===== src/rtl/cellf_pkg.sv =====
package cellf_pkg;
  localparam int NIB_W     = 4;
  localparam int CELL_LAST = 105;
  localparam int HDR_LAST  = 6;
  localparam int PAY_FIRST = 10;
  localparam int IDX_W     = 5;

  typedef struct packed {
    logic             capHi;
    logic             capLo;
    logic [IDX_W-1:0] byteIdx;
    logic             cellDrop;
  } ctlStrobe_t;
endpackage


===== src/rtl/cellf_ctrl.sv =====
module cellf_ctrl
  import cellf_pkg::*;
#(
  parameter int NUM_REGS = 17
) (
  input  logic             clk,
  input  logic             rstN,
  input  logic             frmIn,
  input  logic [NIB_W-1:0] nibIn,
  input  logic [7:0]       swAddrInit,
  input  logic             cmdDone,
  input  logic [2:0]       opcode,
  input  logic [7:0]       subByte,
  output ctlStrobe_t       strobe,
  output logic             busy,
  output logic             overflow,
  output logic             cmdValid,
  output logic [7:0]       swAddr
);
  localparam int CAP_LAST = PAY_FIRST + 2 * NUM_REGS - 1;
  localparam logic [2:0] OP_SETADDR = 3'd7;

  logic       active;
  logic [6:0] pos;
  logic       matchR, dropR, capturing;
  logic       hdrEnd, hit, acceptNow, cellEnd, capWin;
  logic [6:0] payOfs;

  always_comb begin
    hdrEnd    = active && (pos == 7'(HDR_LAST));
    hit       = hdrEnd && matchR && (nibIn == swAddr[3:0]);
    acceptNow = hit && !busy;
    cellEnd   = active && (pos == 7'(CELL_LAST));
    capWin    = capturing && active && (pos >= 7'(PAY_FIRST)) && (pos <= 7'(CAP_LAST));
    payOfs    = pos - 7'(PAY_FIRST);
    strobe.capHi    = capWin && !pos[0];
    strobe.capLo    = capWin && pos[0];
    strobe.byteIdx  = payOfs[IDX_W:1];
    strobe.cellDrop = dropR;
  end

  // nibble position tracker
  always_ff @(posedge clk) begin
    if (!rstN) begin
      active <= 1'b0;
      pos    <= '0;
    end else if (frmIn) begin
      active <= 1'b1;
      pos    <= '0;
    end else if (active) begin
      if (pos == 7'(CELL_LAST)) active <= 1'b0;
      else pos <= pos + 7'd1;
    end
  end

  // header address match
  always_ff @(posedge clk) begin
    if (!rstN) begin
      matchR <= 1'b0;
      dropR  <= 1'b0;
    end else if (active) begin
      if (pos == 7'd0) matchR <= 1'b1;
      else if (pos <= 7'd4) matchR <= matchR && (nibIn == 4'd0);
      else if (pos == 7'd5) matchR <= matchR && (nibIn == swAddr[7:4]);
      if (hdrEnd) dropR <= hit;
    end
  end

  // command acceptance, interlock and address ownership
  always_ff @(posedge clk) begin
    if (!rstN) begin
      capturing <= 1'b0;
      busy      <= 1'b0;
      overflow  <= 1'b0;
      cmdValid  <= 1'b0;
      swAddr    <= swAddrInit;
    end else begin
      cmdValid <= 1'b0;
      if (acceptNow) capturing <= 1'b1;
      else if (capturing && cellEnd) begin
        capturing <= 1'b0;
        cmdValid  <= 1'b1;
        if (opcode == OP_SETADDR) swAddr <= subByte;
      end
      if (acceptNow) busy <= 1'b1;
      else if (cmdDone && !capturing) busy <= 1'b0;
      if (hit && busy) overflow <= 1'b1;
    end
  end
endmodule


===== src/rtl/cellf_dpath.sv =====
module cellf_dpath
  import cellf_pkg::*;
#(
  parameter int PASS_DELAY = 8,
  parameter int NUM_REGS   = 17
) (
  input  logic                  clk,
  input  logic                  rstN,
  input  logic                  frmIn,
  input  logic [NIB_W-1:0]      nibIn,
  input  ctlStrobe_t            strobe,
  output logic                  frmOut,
  output logic [NIB_W-1:0]      nibOut,
  output logic [NUM_REGS*8-1:0] regsFlat
);
  localparam int SLOT_W = NIB_W + 1;
  localparam int LINE_W = PASS_DELAY * SLOT_W;

  logic [LINE_W-1:0] line;
  logic [SLOT_W-1:0] tailSlot;
  logic              outDrop;
  logic [NIB_W-1:0]  hiNib;

  always_ff @(posedge clk) begin
    if (!rstN) line <= '0;
    else line <= {line[LINE_W-SLOT_W-1:0], frmIn, nibIn};
  end

  assign tailSlot = line[LINE_W-1 -: SLOT_W];

  // drop decision latched as the filtered cell's marker leaves the line
  always_ff @(posedge clk) begin
    if (!rstN) outDrop <= 1'b0;
    else if (tailSlot[NIB_W]) outDrop <= strobe.cellDrop;
  end

  assign frmOut = tailSlot[NIB_W] && !strobe.cellDrop;
  assign nibOut = outDrop ? '0 : tailSlot[NIB_W-1:0];

  always_ff @(posedge clk) begin
    if (!rstN) hiNib <= '0;
    else if (strobe.capHi) hiNib <= nibIn;
  end

  for (genvar g = 0; g < NUM_REGS; g++) begin : g_reg
    logic [7:0] val;
    always_ff @(posedge clk) begin
      if (!rstN) val <= '0;
      else if (strobe.capLo && (strobe.byteIdx == IDX_W'(g))) val <= {hiNib, nibIn};
    end
    assign regsFlat[g*8 +: 8] = val;
  end
endmodule


===== src/rtl/cmd_cell_filter.sv =====
module cmd_cell_filter
  import cellf_pkg::*;
#(
  parameter int PASS_DELAY = 8,
  parameter int NUM_DATA   = 13
) (
  input  logic                  clk,
  input  logic                  rstN,
  input  logic [7:0]            swAddrInit,
  input  logic                  frmIn,
  input  logic [NIB_W-1:0]      nibIn,
  input  logic                  cmdDone,
  output logic                  frmOut,
  output logic [NIB_W-1:0]      nibOut,
  output logic                  cmdValid,
  output logic [7:0]            cmdByte,
  output logic [7:0]            subCmd,
  output logic [7:0]            cellNum,
  output logic [7:0]            dataCount,
  output logic [NUM_DATA*8-1:0] dataBytes,
  output logic                  ackReq,
  output logic                  statusReq,
  output logic [2:0]            opcode,
  output logic                  busy,
  output logic                  overflow,
  output logic [7:0]            swAddr
);
  localparam int NUM_REGS = NUM_DATA + 4;

  ctlStrobe_t            strobe;
  logic [NUM_REGS*8-1:0] regsFlat;

  cellf_ctrl #(.NUM_REGS(NUM_REGS)) u_ctrl (
    .clk(clk), .rstN(rstN), .frmIn(frmIn), .nibIn(nibIn),
    .swAddrInit(swAddrInit), .cmdDone(cmdDone), .opcode(opcode),
    .subByte(subCmd), .strobe(strobe), .busy(busy), .overflow(overflow),
    .cmdValid(cmdValid), .swAddr(swAddr)
  );

  cellf_dpath #(.PASS_DELAY(PASS_DELAY), .NUM_REGS(NUM_REGS)) u_dpath (
    .clk(clk), .rstN(rstN), .frmIn(frmIn), .nibIn(nibIn), .strobe(strobe),
    .frmOut(frmOut), .nibOut(nibOut), .regsFlat(regsFlat)
  );

  assign cmdByte   = regsFlat[7:0];
  assign subCmd    = regsFlat[15:8];
  assign cellNum   = regsFlat[23:16];
  assign dataCount = regsFlat[31:24];
  assign dataBytes = regsFlat[NUM_REGS*8-1:32];
  assign ackReq    = cmdByte[7];
  assign statusReq = cmdByte[6];
  assign opcode    = cmdByte[2:0];
endmodule


===== config.mk =====
export PLATFORM = sky130hd
export DESIGN_NAME = cmd_cell_filter
export DESIGN_NICKNAME = d
export VERILOG_FILES = /design/src/rtl/cellf_pkg.sv /design/src/rtl/cellf_ctrl.sv /design/src/rtl/cellf_dpath.sv /design/src/rtl/cmd_cell_filter.sv
export SDC_FILE = /design/constraint.sdc
export NUM_CORES = 1
export LEC_CHECK = 0
export ABC_AREA = 1
export BUFFER_PORTS_ARGS = -buffer_cell sky130_fd_sc_hd__buf_4
export CAP_MARGIN = 10
export CORE_MARGIN = 2
export CORE_UTILIZATION = 25
export CTS_BUF_LIST = sky130_fd_sc_hd__clkbuf_4 sky130_fd_sc_hd__clkbuf_8
export CTS_CLUSTER_DIAMETER = 80
export DETAILED_ROUTE_END_ITERATION = 7
export HOLD_SLACK_MARGIN = 0.06
export SYNTH_ARGS = -nofsm -noshare
export SYNTH_HDL_FRONTEND = slang
export SYNTH_SLANG_ARGS = --single-unit

===== constraint.sdc =====
create_clock -name clk -period 2.55 [get_ports clk]
set_input_delay 0.255 -clock clk [delete_from_list [all_inputs] [get_ports clk]]
set_output_delay 0.255 -clock clk [all_outputs]
set_load 0.01 [all_outputs]

==> impl_metrics.json, run 1 <==
{
  "ir_drop_uv": 277,
  "worstPathArrival_ns": 2.62,
  "die_width_um": 183,
  "fmax_mhz": 452,
  "r2r.worst_path.cells": 11,
  "drt_wl_total_um": 23500,
  "synth-warning-count": 0,
  "cts_sinks": 203,
  "status": "finished clean",
  "setup_viol": 0,
  "wl_per_cell_um": 13.5,
  "ant_nets": 0,
  "cts_tree": "built",
  "ys_seq_elements": 203,
  "hp-start": "cmdDone",
  "cap_viol_max_count": 0,
  "finClkSkew_ns": 0.0101,
  "synth_edf_count": 8,
  "grt_pass1_wl_um": 36500,
  "root_buffer": "clkbuf_8",
  "syn_area_per_cell_sq_um": 7.12,
  "hold_class": "input port to flip-flop",
  "start_util_pct": 25.4,
  "cp_data_required_time_ns": 2.96,
  "synth_seq_area_share_pct": 51.8,
  "io_buffers": 172,
  "endpoint_kind": "flip-flop",
  "final_core_util_pct": 33.8,
  "synth-async-reset-ratio_pct": 0,
  "fin_crit_ns": 2.21,
  "dr.pass1.iters": 5,
  "grt_pass1_vias": 6490,
  "timing_worst_setup_path_type": "flip-flop to flip-flop",
  "boundaryPins": 173,
  "drt_iter0_drc": 413,
  "design_area_sq_um": 10700,
  "grt-ovfl-total": 0,
  "synthCells": 1124,
  "synthTopCellsByCount": "nand2_1 (362), nor2_1 (293), dfxtp_1 (195), inv_1 (90), clkbuf_1 (23)",
  "whs_path_depth": 4,
  "regToRegStartpoint": "u_ctrl.pos[0]",
  "grt_max_degree": 74,
  "reg2reg_to": "u_dpath.g_reg[2].val[6]",
  "die_h_um": 183,
  "area_growth_pct": 33.2,
  "clockBufferDepth": 3,
  "globalplace.congestion": 0.846,
  "finalCritPeriodShare_pct": 86.8,
  "clock_latency_ns": 0.52,
  "hold_viol": 0,
  "core_sq_um": 31600,
  "dpl-instance-area_sq_um": 9660,
  "yosys.cell_types.count": 31,
  "syn_area_sq_um": 8010,
  "finalMaxSlewViolations": 0,
  "viasPerCell": 4.13,
  "tns_ns": 0,
  "synth_top_area_share_pct": 48.8,
  "drive_gt1_share_pct": 21.3,
  "yosysMostFrequentCell": "nand2_1",
  "post_cts_resized": 0,
  "dp_slack_ns": 0.337,
  "grt_antenna_before_repair": 1,
  "worstPathMaxFanout": 16,
  "holdPathEnd": "u_ctrl.busy",
  "fin_ws_ns": 0.336,
  "nets": 1330,
  "cts_buffers": 38,
  "post_cts_buffers": 0,
  "vias": 7185,
  "drc_errors": 0,
  "synth_fp_nets": 1144,
  "dp_hpwl_um": 15600,
  "dieArea_sq_um": 33500,
  "clk_pin_slew_worst_paths_ns": 0.06,
  "p_leak_uw": 0.00502,
  "worst_pin_slew_ns": 0.824,
  "hold_buffers": 14,
  "max_slew_margin_pct": 45.0,
  "synth_top_flop_cell": "dfxtp_1",
  "synth_top_area_cell": "dfxtp_1",
  "power.density_nw_per_um2": 662,
  "grt_setup_unrepaired": "no",
  "regToRegSetupSlack_ns": 0.34,
  "cts_max_level": 2,
  "critical_path.startpoint_type": "flip-flop",
  "synthTopCellsByArea": "dfxtp_1 (49%), nand2_1 (17%), nor2_1 (14%)",
  "grt_use_total_pct": 13.8,
  "row_count": 65
}
[report_power, final]
group | internal, uW | switching (uW) | total [uW]
Sequential | 3220 | 16.8 | 3240
Combinational | 96.9 | 175 | 271
Clock | 2160 | 1380 | 3550
Total | 5480 | 1580 | 7050
[logic make-up after synthesis]
group	synth area share [%]
buf+inv	8.16
xor+xnor	0.328
fa+ha+maj	0.625
flops	51.8
compound gates	2.63
simple gates	36.5
[stage by stage]
stage	power [uW]	hold WS, ns	instances
global route	7380	0.0788	1741
floorplan	3460	0.366	1124
global placement	3560	0.391	1658
CTS	7170	0.0677	1740
finish	7050	0.104	1741
detailed placement	3560	0.397	1658
[final cells by class]
cell class / count / area, sq um
fillers: 3353 / 20900
repair buffers: 207 / 1590
inverters: 93 / 349
clock inverters: 7 / 118
well taps: 402 / 503
clock buffers: 61 / 746
multi-input cells: 767 / 3210
flip-flops and latches: 203 / 4140
diodes: 1 / 2.50
[critical path: stages, from the launching register on]
cell     delay [ns]
dfxtp_1        0.52
ha_1           0.26
inv_1          0.05
nand4_1        0.06
nand2_1        0.06
nand2_2        0.13
nand3_4        0.33
nor2_2         0.25
buf_4          0.24
nand2_1        0.07
nand2_1        0.08
nor2_1         0.04
[cells in the final DEF, fill, tap and decap left out, drive strengths merged, types with 2 or more instances in the layout]
cell type / count
nand2: 364
nor2: 309
dfxtp: 195
buf: 193
inv: 94
clkbuf: 61
o21ai: 23
nand4: 21
a21oi: 16
dlygate4sd3: 14
nand3b: 8
edfxtp: 8
nand3: 8
nor3: 7
ha: 4
bufinv: 3
clkinv: 3
xor2: 2
or2: 2
[metal layers]
layer / wire, um / part of all wire (%) / up-vias / GRT usage (%)
met5: 73 / 0.31 / - / 1.63
met4: 446 / 1.9 / 2 / 3.87
met3: 1500 / 6.4 / 45 / 3.20
met2: 10200 / 43 / 212 / 21.5
met1: 11300 / 48 / 3174 / 19.0
li1: - / - / 3752 / -
[flip-flops by register name, indices dropped and copies added, names as in the netlist]
register          flops
u_ctrl.swAddr         8
u_ctrl.overflow       1
u_ctrl.capturing      1
u_ctrl.active         1
u_ctrl.matchR         1
u_dpath.line         40
u_ctrl.pos            7
u_ctrl.busy           1
u_dpath.g.val       136
u_dpath.outDrop       1
u_dpath.hiNib         4
u_ctrl.dropR          1
u_ctrl.cmdValid       1
[worst max path at each step]
stage | slack [ns] | start | cells after the start | end
floorplan | 0.55 | u_ctrl.pos[0] | 5 | u_ctrl.swAddr[0]
global placement | 0.40 | u_ctrl.pos[0] | 11 | u_dpath.g_reg[2].val[7]
detailed placement | 0.34 | u_ctrl.pos[0] | 11 | u_dpath.g_reg[2].val[6]
CTS | 0.32 | u_ctrl.pos[0] | 11 | u_dpath.g_reg[2].val[6]
global route | 0.09 | u_ctrl.pos[0] | 10 | u_dpath.g_reg[14].val[3]
finish | 0.34 | u_ctrl.pos[0] | 11 | u_dpath.g_reg[2].val[6]
Power figures use the tool's default switching activity.
==> run 2, diff against run 1 <==
Clock period 2.55 ns to 2.8 ns, I/O delays scaled along.
==> impl_metrics.json, run 2 (synthesized netlist as in run 1, its figures left out) <==
{
  "row_count": 65,
  "finalCritPeriodShare_pct": 83.3,
  "finalMaxSlewViolations": 0,
  "grt_setup_unrepaired": "no",
  "post_cts_buffers": 0,
  "endpoint_kind": "flip-flop",
  "worst_pin_slew_ns": 0.894,
  "r2r.worst_path.cells": 11,
  "cts_max_level": 2,
  "setup_viol": 0,
  "dieArea_sq_um": 33500,
  "grt_pass1_vias": 6397,
  "clockBufferDepth": 3,
  "largest_reg_flops": 136,
  "io_buffers": 172,
  "power.density_nw_per_um2": 596,
  "largestRegisters": "u_dpath.g.val x136, u_dpath.line x40, u_ctrl.swAddr x8",
  "cts_buffers": 38,
  "vias": 7059,
  "hold_viol": 0,
  "die_width_um": 183,
  "fmax_mhz": 429,
  "finClkSkew_ns": 0.0339,
  "reg2reg_to": "u_dpath.g_reg[2].val[5]",
  "grt_max_degree": 73,
  "hold_class": "input port to flip-flop",
  "root_buffer": "clkbuf_8",
  "viasPerCell": 4.08,
  "area_growth_pct": 31.9,
  "status": "finished clean",
  "dr.pass1.iters": 4,
  "worstPathMaxFanout": 16,
  "drt_wl_total_um": 23000,
  "timing_worst_setup_path_type": "flip-flop to flip-flop",
  "dp_hpwl_um": 15300,
  "critical_path.startpoint_type": "flip-flop",
  "start_util_pct": 25.4,
  "tns_ns": 0,
  "clock_latency_ns": 0.54,
  "drive_gt1_share_pct": 20.7,
  "fin_crit_ns": 2.33,
  "cts_tree": "built",
  "drt_iter0_drc": 439,
  "globalplace.congestion": 0.828,
  "grt_antenna_before_repair": 1,
  "grt-ovfl-total": 0,
  "cap_viol_max_count": 0,
  "core_sq_um": 31600,
  "top_register": "u_dpath.g.val",
  "mostFrequentLayoutCells": "nand2_1 (362), nor2_1 (293), dfxtp_1 (195)",
  "nets": 1323,
  "boundaryPins": 173,
  "grt_pass1_wl_um": 35700,
  "die_h_um": 183,
  "p_leak_uw": 0.00494,
  "whs_path_depth": 4,
  "post_cts_resized": 0,
  "final_core_util_pct": 33.5,
  "regToRegSetupSlack_ns": 0.47,
  "wl_per_cell_um": 13.3,
  "max_slew_margin_pct": 40.4,
  "ant_nets": 0,
  "grt_use_total_pct": 13.6,
  "hp-start": "cmdDone",
  "final_common_cell": "nand2_1",
  "ir_drop_uv": 279,
  "worstPathArrival_ns": 2.75,
  "regToRegStartpoint": "u_ctrl.pos[1]",
  "clk_pin_slew_worst_paths_ns": 0.06,
  "cts_sinks": 203,
  "cp_data_required_time_ns": 3.22,
  "holdPathEnd": "u_ctrl.busy",
  "drc_errors": 0,
  "hold_buffers": 13
}
==> run 2: worst max path at each step <==
stage	start	end	slack, ns
floorplan	u_ctrl.pos[0]	u_ctrl.swAddr[0]	0.80
global placement	u_ctrl.pos[1]	u_dpath.g_reg[2].val[5]	0.54
detailed placement	u_ctrl.pos[1]	u_dpath.g_reg[2].val[5]	0.46
CTS	u_ctrl.pos[1]	u_dpath.g_reg[2].val[5]	0.46
global route	u_ctrl.pos[1]	u_dpath.g_reg[13].val[0]	0.25
finish	u_ctrl.pos[1]	u_dpath.g_reg[2].val[5]	0.47
==> run 2: power by group <==
| part | switching (uW) | leakage, uW | total [uW] | internal (uW) |
|---|---|---|---|---|
| sequential | 16.9 | 0.00165 | 2950 | 2930 |
| combinational | 154 | 0.00288 | 240 | 85.5 |
| clock | 1280 | 0.000413 | 3100 | 1820 |
| total | 1450 | 0.00494 | 6290 | 4840 |
==> run 2: per-stage QoR <==
step                hold slack (ns)  total power [uW]  cell area (sq um)  cells  worst slack [ns]
floorplan                     0.390              3150               8010   1124             0.803
global placement              0.392              3240               9610   1652             0.540
detailed placement            0.395              3240               9610   1652             0.460
CTS                          0.0681              6390              10600   1729             0.457
global route                 0.0712              6570              10600   1730             0.250
finish                       0.0997              6290              10600   1730             0.468
==> run 2: area by class of cell <==
class	count	area [sq um]
clock buffers	52	666
flip-flops and latches	203	4140
inverters	93	349
well taps	402	503
repair buffers	200	1540
fillers	3360	21000
diodes	1	2.50
multi-input cells	767	3210
clock inverters	12	151
==> run 2: layer usage <==
metal	vias up	track usage, %	wire length [um]
met5	-	0	0
met4	0	3.84	433
met3	35	3.57	1720
met1	3091	18.6	10800
li1	3730	-	-
met2	203	21.2	10100
==> run 2: worst max-delay path: stages (launching register included) <==
cell,delay (ns)
dfxtp_1,0.63
ha_1,0.29
inv_1,0.05
nand4_1,0.06
nand2_1,0.07
nand2_2,0.11
nand3_4,0.33
nor2_2,0.25
buf_4,0.23
nand2_1,0.07
nand2_1,0.08
nor2_1,0.05
==> run 3, diff against run 2 <==
Settings changed: ABC_AREA 1 to 0.
Clock period 2.8 ns to 2.1 ns, I/O delays scaled along.
==> impl_metrics.json, run 3 <==
{
  "die_h_um": 179,
  "synth_top_area_cell": "dfxtp_1",
  "critical_path.startpoint_type": "flip-flop",
  "p_leak_uw": 0.00451,
  "power.density_nw_per_um2": 777,
  "grt_max_degree": 46,
  "seq_power_share_pct": 48.9,
  "drt_wl_total_um": 22100,
  "slowest_delay_ns": 0.55,
  "cts_tree": "built",
  "synth_seq_area_share_pct": 54.4,
  "worstPathArrival_ns": 2.36,
  "boundaryPins": 173,
  "clockBufferDepth": 3,
  "core_sq_um": 29800,
  "crit_buf_inv": 2,
  "critPathSlowestCell": "or4_1",
  "synthTopCellsByCount": "dfxtp_1 (195), nor2_1 (137), mux2i_1 (126), clkbuf_1 (46), and2_1 (40)",
  "cap_viol_max_count": 0,
  "hold_class": "input port to flip-flop",
  "p_sw_uw": 1800,
  "area_growth_pct": 35.8,
  "cts_max_level": 2,
  "clkPwrFrac_pct": 47.9,
  "grt_setup_unrepaired": "no",
  "cp_data_required_time_ns": 2.51,
  "synth_top_area_share_pct": 51.2,
  "cts_buffers": 36,
  "clock_latency_ns": 0.53,
  "grt-ovfl-total": 0,
  "cts_sinks": 203,
  "diodes": 0,
  "top_register": "u_dpath.g.val",
  "pwr-share-comb_pct": 3.2,
  "syn_area_per_cell_sq_um": 10.4,
  "grt_pass1_wl_um": 32900,
  "drt_iter0_drc": 258,
  "worst_pin_slew_ns": 0.702,
  "synthTopCellsByArea": "dfxtp_1 (51%), mux2i_1 (17%), nor2_1 (6.8%)",
  "synth-warning-count": 0,
  "nets": 949,
  "internal_power_uw": 6230,
  "start_util_pct": 25.6,
  "grt_antenna_before_repair": 0,
  "ir_drop_uv": 426,
  "grt_use_total_pct": 13.6,
  "status": "finished clean",
  "yosys.cell_types.count": 48,
  "critPathMostFrequentCell": "buf_4",
  "globalplace.congestion": 0.791,
  "die_width_um": 179,
  "timing_worst_setup_path_type": "flip-flop to flip-flop",
  "dp_hpwl_um": 14600,
  "synth_top_flop_cell": "dfxtp_1",
  "finalMaxSlewViolations": 0,
  "root_buffer": "clkbuf_8",
  "tns_ns": 0,
  "fin_crit_ns": 1.95,
  "endpoint_kind": "flip-flop",
  "dieArea_sq_um": 31900,
  "dr.pass1.iters": 4,
  "ant_nets": 0,
  "hold_viol": 0,
  "finalCritPeriodShare_pct": 92.8,
  "largest_reg_flops": 136,
  "synth-async-reset-ratio_pct": 0,
  "synthCells": 729,
  "drc_errors": 0,
  "synth_edf_count": 8,
  "vias": 5809,
  "yosysMostFrequentCell": "dfxtp_1",
  "grt_pass1_vias": 5639,
  "drive_gt1_share_pct": 30.8,
  "final_common_cell": "buf_4",
  "crit_path_cell_trace": "nand4bb_1 -> buf_4 -> or4_1 -> buf_4 -> mux2i_1 -> nor2_1",
  "design_area_sq_um": 10300,
  "max_slew_margin_pct": 53.1,
  "dpl-instance-area_sq_um": 9490,
  "io_buffers": 172,
  "setup_viol": 0,
  "clk_pin_slew_worst_paths_ns": 0.06,
  "finClkSkew_ns": 0.0364,
  "synth_fp_nets": 749,
  "fmax_mhz": 513,
  "wl_per_cell_um": 16.5,
  "row_count": 63,
  "syn_area_sq_um": 7620,
  "viasPerCell": 4.34,
  "swShare_pct": 22.4,
  "largestRegisters": "u_dpath.g.val x136, u_dpath.line x40, u_ctrl.swAddr x8",
  "crit_family": "simple AND/OR/NAND/NOR gates",
  "ys_seq_elements": 203,
  "mostFrequentLayoutCells": "buf_4 (211), dfxtp_1 (194), nor2_1 (137)",
  "worstPathMaxFanout": 8
}
[run 3: cell count changes in the layout (fill, tap and decap cells not counted), sizes merged, moves of 18 or more]
cell   previous run  this run
buf             187       214
nor2            309       137
and2              0        40
nand2           364        17
nand4            21         3
inv              93         6
mux2i             0       126
[run 3: through the flow]
stage | setup WS [ns] | power [uW] | hold WS [ns] | instances | util, %
2_1_floorplan | 0.0634 | 4130 | 0.346 | 729 | -
3_3_place_gp | 0.188 | 4260 | 0.414 | 1271 | 31.8
3_5_place_dp | 0.133 | 4260 | 0.418 | 1271 | 31.8
4_1_cts | 0.0865 | 8210 | 0.0622 | 1340 | 34.7
5_1_grt | 0.0259 | 8370 | 0.0701 | 1340 | 34.7
6_report | 0.151 | 8030 | 0.0977 | 1340 | 34.7
[run 3: cells by family (layout without fill, tap and decap cells)]
group                    Yosys count  in the layout  synth area share [%]
AO/OA/AOI/OAI                     44             44                  4.24
XOR/XNOR                          14             14                  1.61
adder cells (fa/ha/maj)            4              4                 0.657
buffers and inverters             67            288                  3.78
flip-flops                       203            203                  54.4
multiplexers                     134            134                  17.7
AND/OR/NAND/NOR                  263            263                  17.6
[run 3: layout make-up]
| cell class | count | area, sq um |
|---|---|---|
| fill | 3031 | 19500 |
| sequential | 203 | 4150 |
| multi-input combinational | 459 | 3190 |
| timing repair buffer | 224 | 1740 |
| clock buffer | 55 | 694 |
| tap | 390 | 488 |
| clock inverter | 4 | 60.1 |
| inverter | 5 | 21.3 |
[run 3: repair_timing]
action                                 4_1_cts  5_1_grt
resized for setup                            0        1
buffers inserted                             0        0
setup endpoints to repair                    0        8
endpoints found under the hold margin       11        0
hold buffers                                10        0
[run 3: final timing paths]
| check | start | slack (ns) | cells past startpoint | to |
|---|---|---|---|---|
| worst min-delay path | nibIn[0] | 0.1 | 2 | u_dpath.line[0] |
| worst max-delay path | u_ctrl.capturing | 0.15 | 6 | u_dpath.g_reg[3].val[1] |
| worst max register to register | u_ctrl.capturing | 0.15 | 6 | u_dpath.g_reg[3].val[1] |
| worst min register to register | u_dpath.line[24] | 0.41 | 1 | u_dpath.line[29] |
[run 3: power by group through the flow]
stage	sequential (uW)	combinational, uW	clock (uW)
2_1_floorplan	4010	125	0
3_3_place_gp	4010	246	0
3_5_place_dp	4010	248	0
4_1_cts	3930	264	4010
5_1_grt	3930	283	4160
6_report	3930	260	3850
[run 3: worst register-to-register path, stage by stage (launching register included)]
cell,delay (ns)
dfxtp_1,0.53
nand4bb_1,0.14
buf_4,0.19
or4_1,0.56
buf_4,0.21
mux2i_1,0.16
nor2_1,0.05
[run 3: per-layer routing]
metal  GRT usage [%]  share of wire [%]  vias up
li1                -                  -     2858
met3            4.22                6.9       47
met5               0                  0        -
met1            17.3                 45     2738
met2            21.8                 46      166
met4            4.71                2.5        0
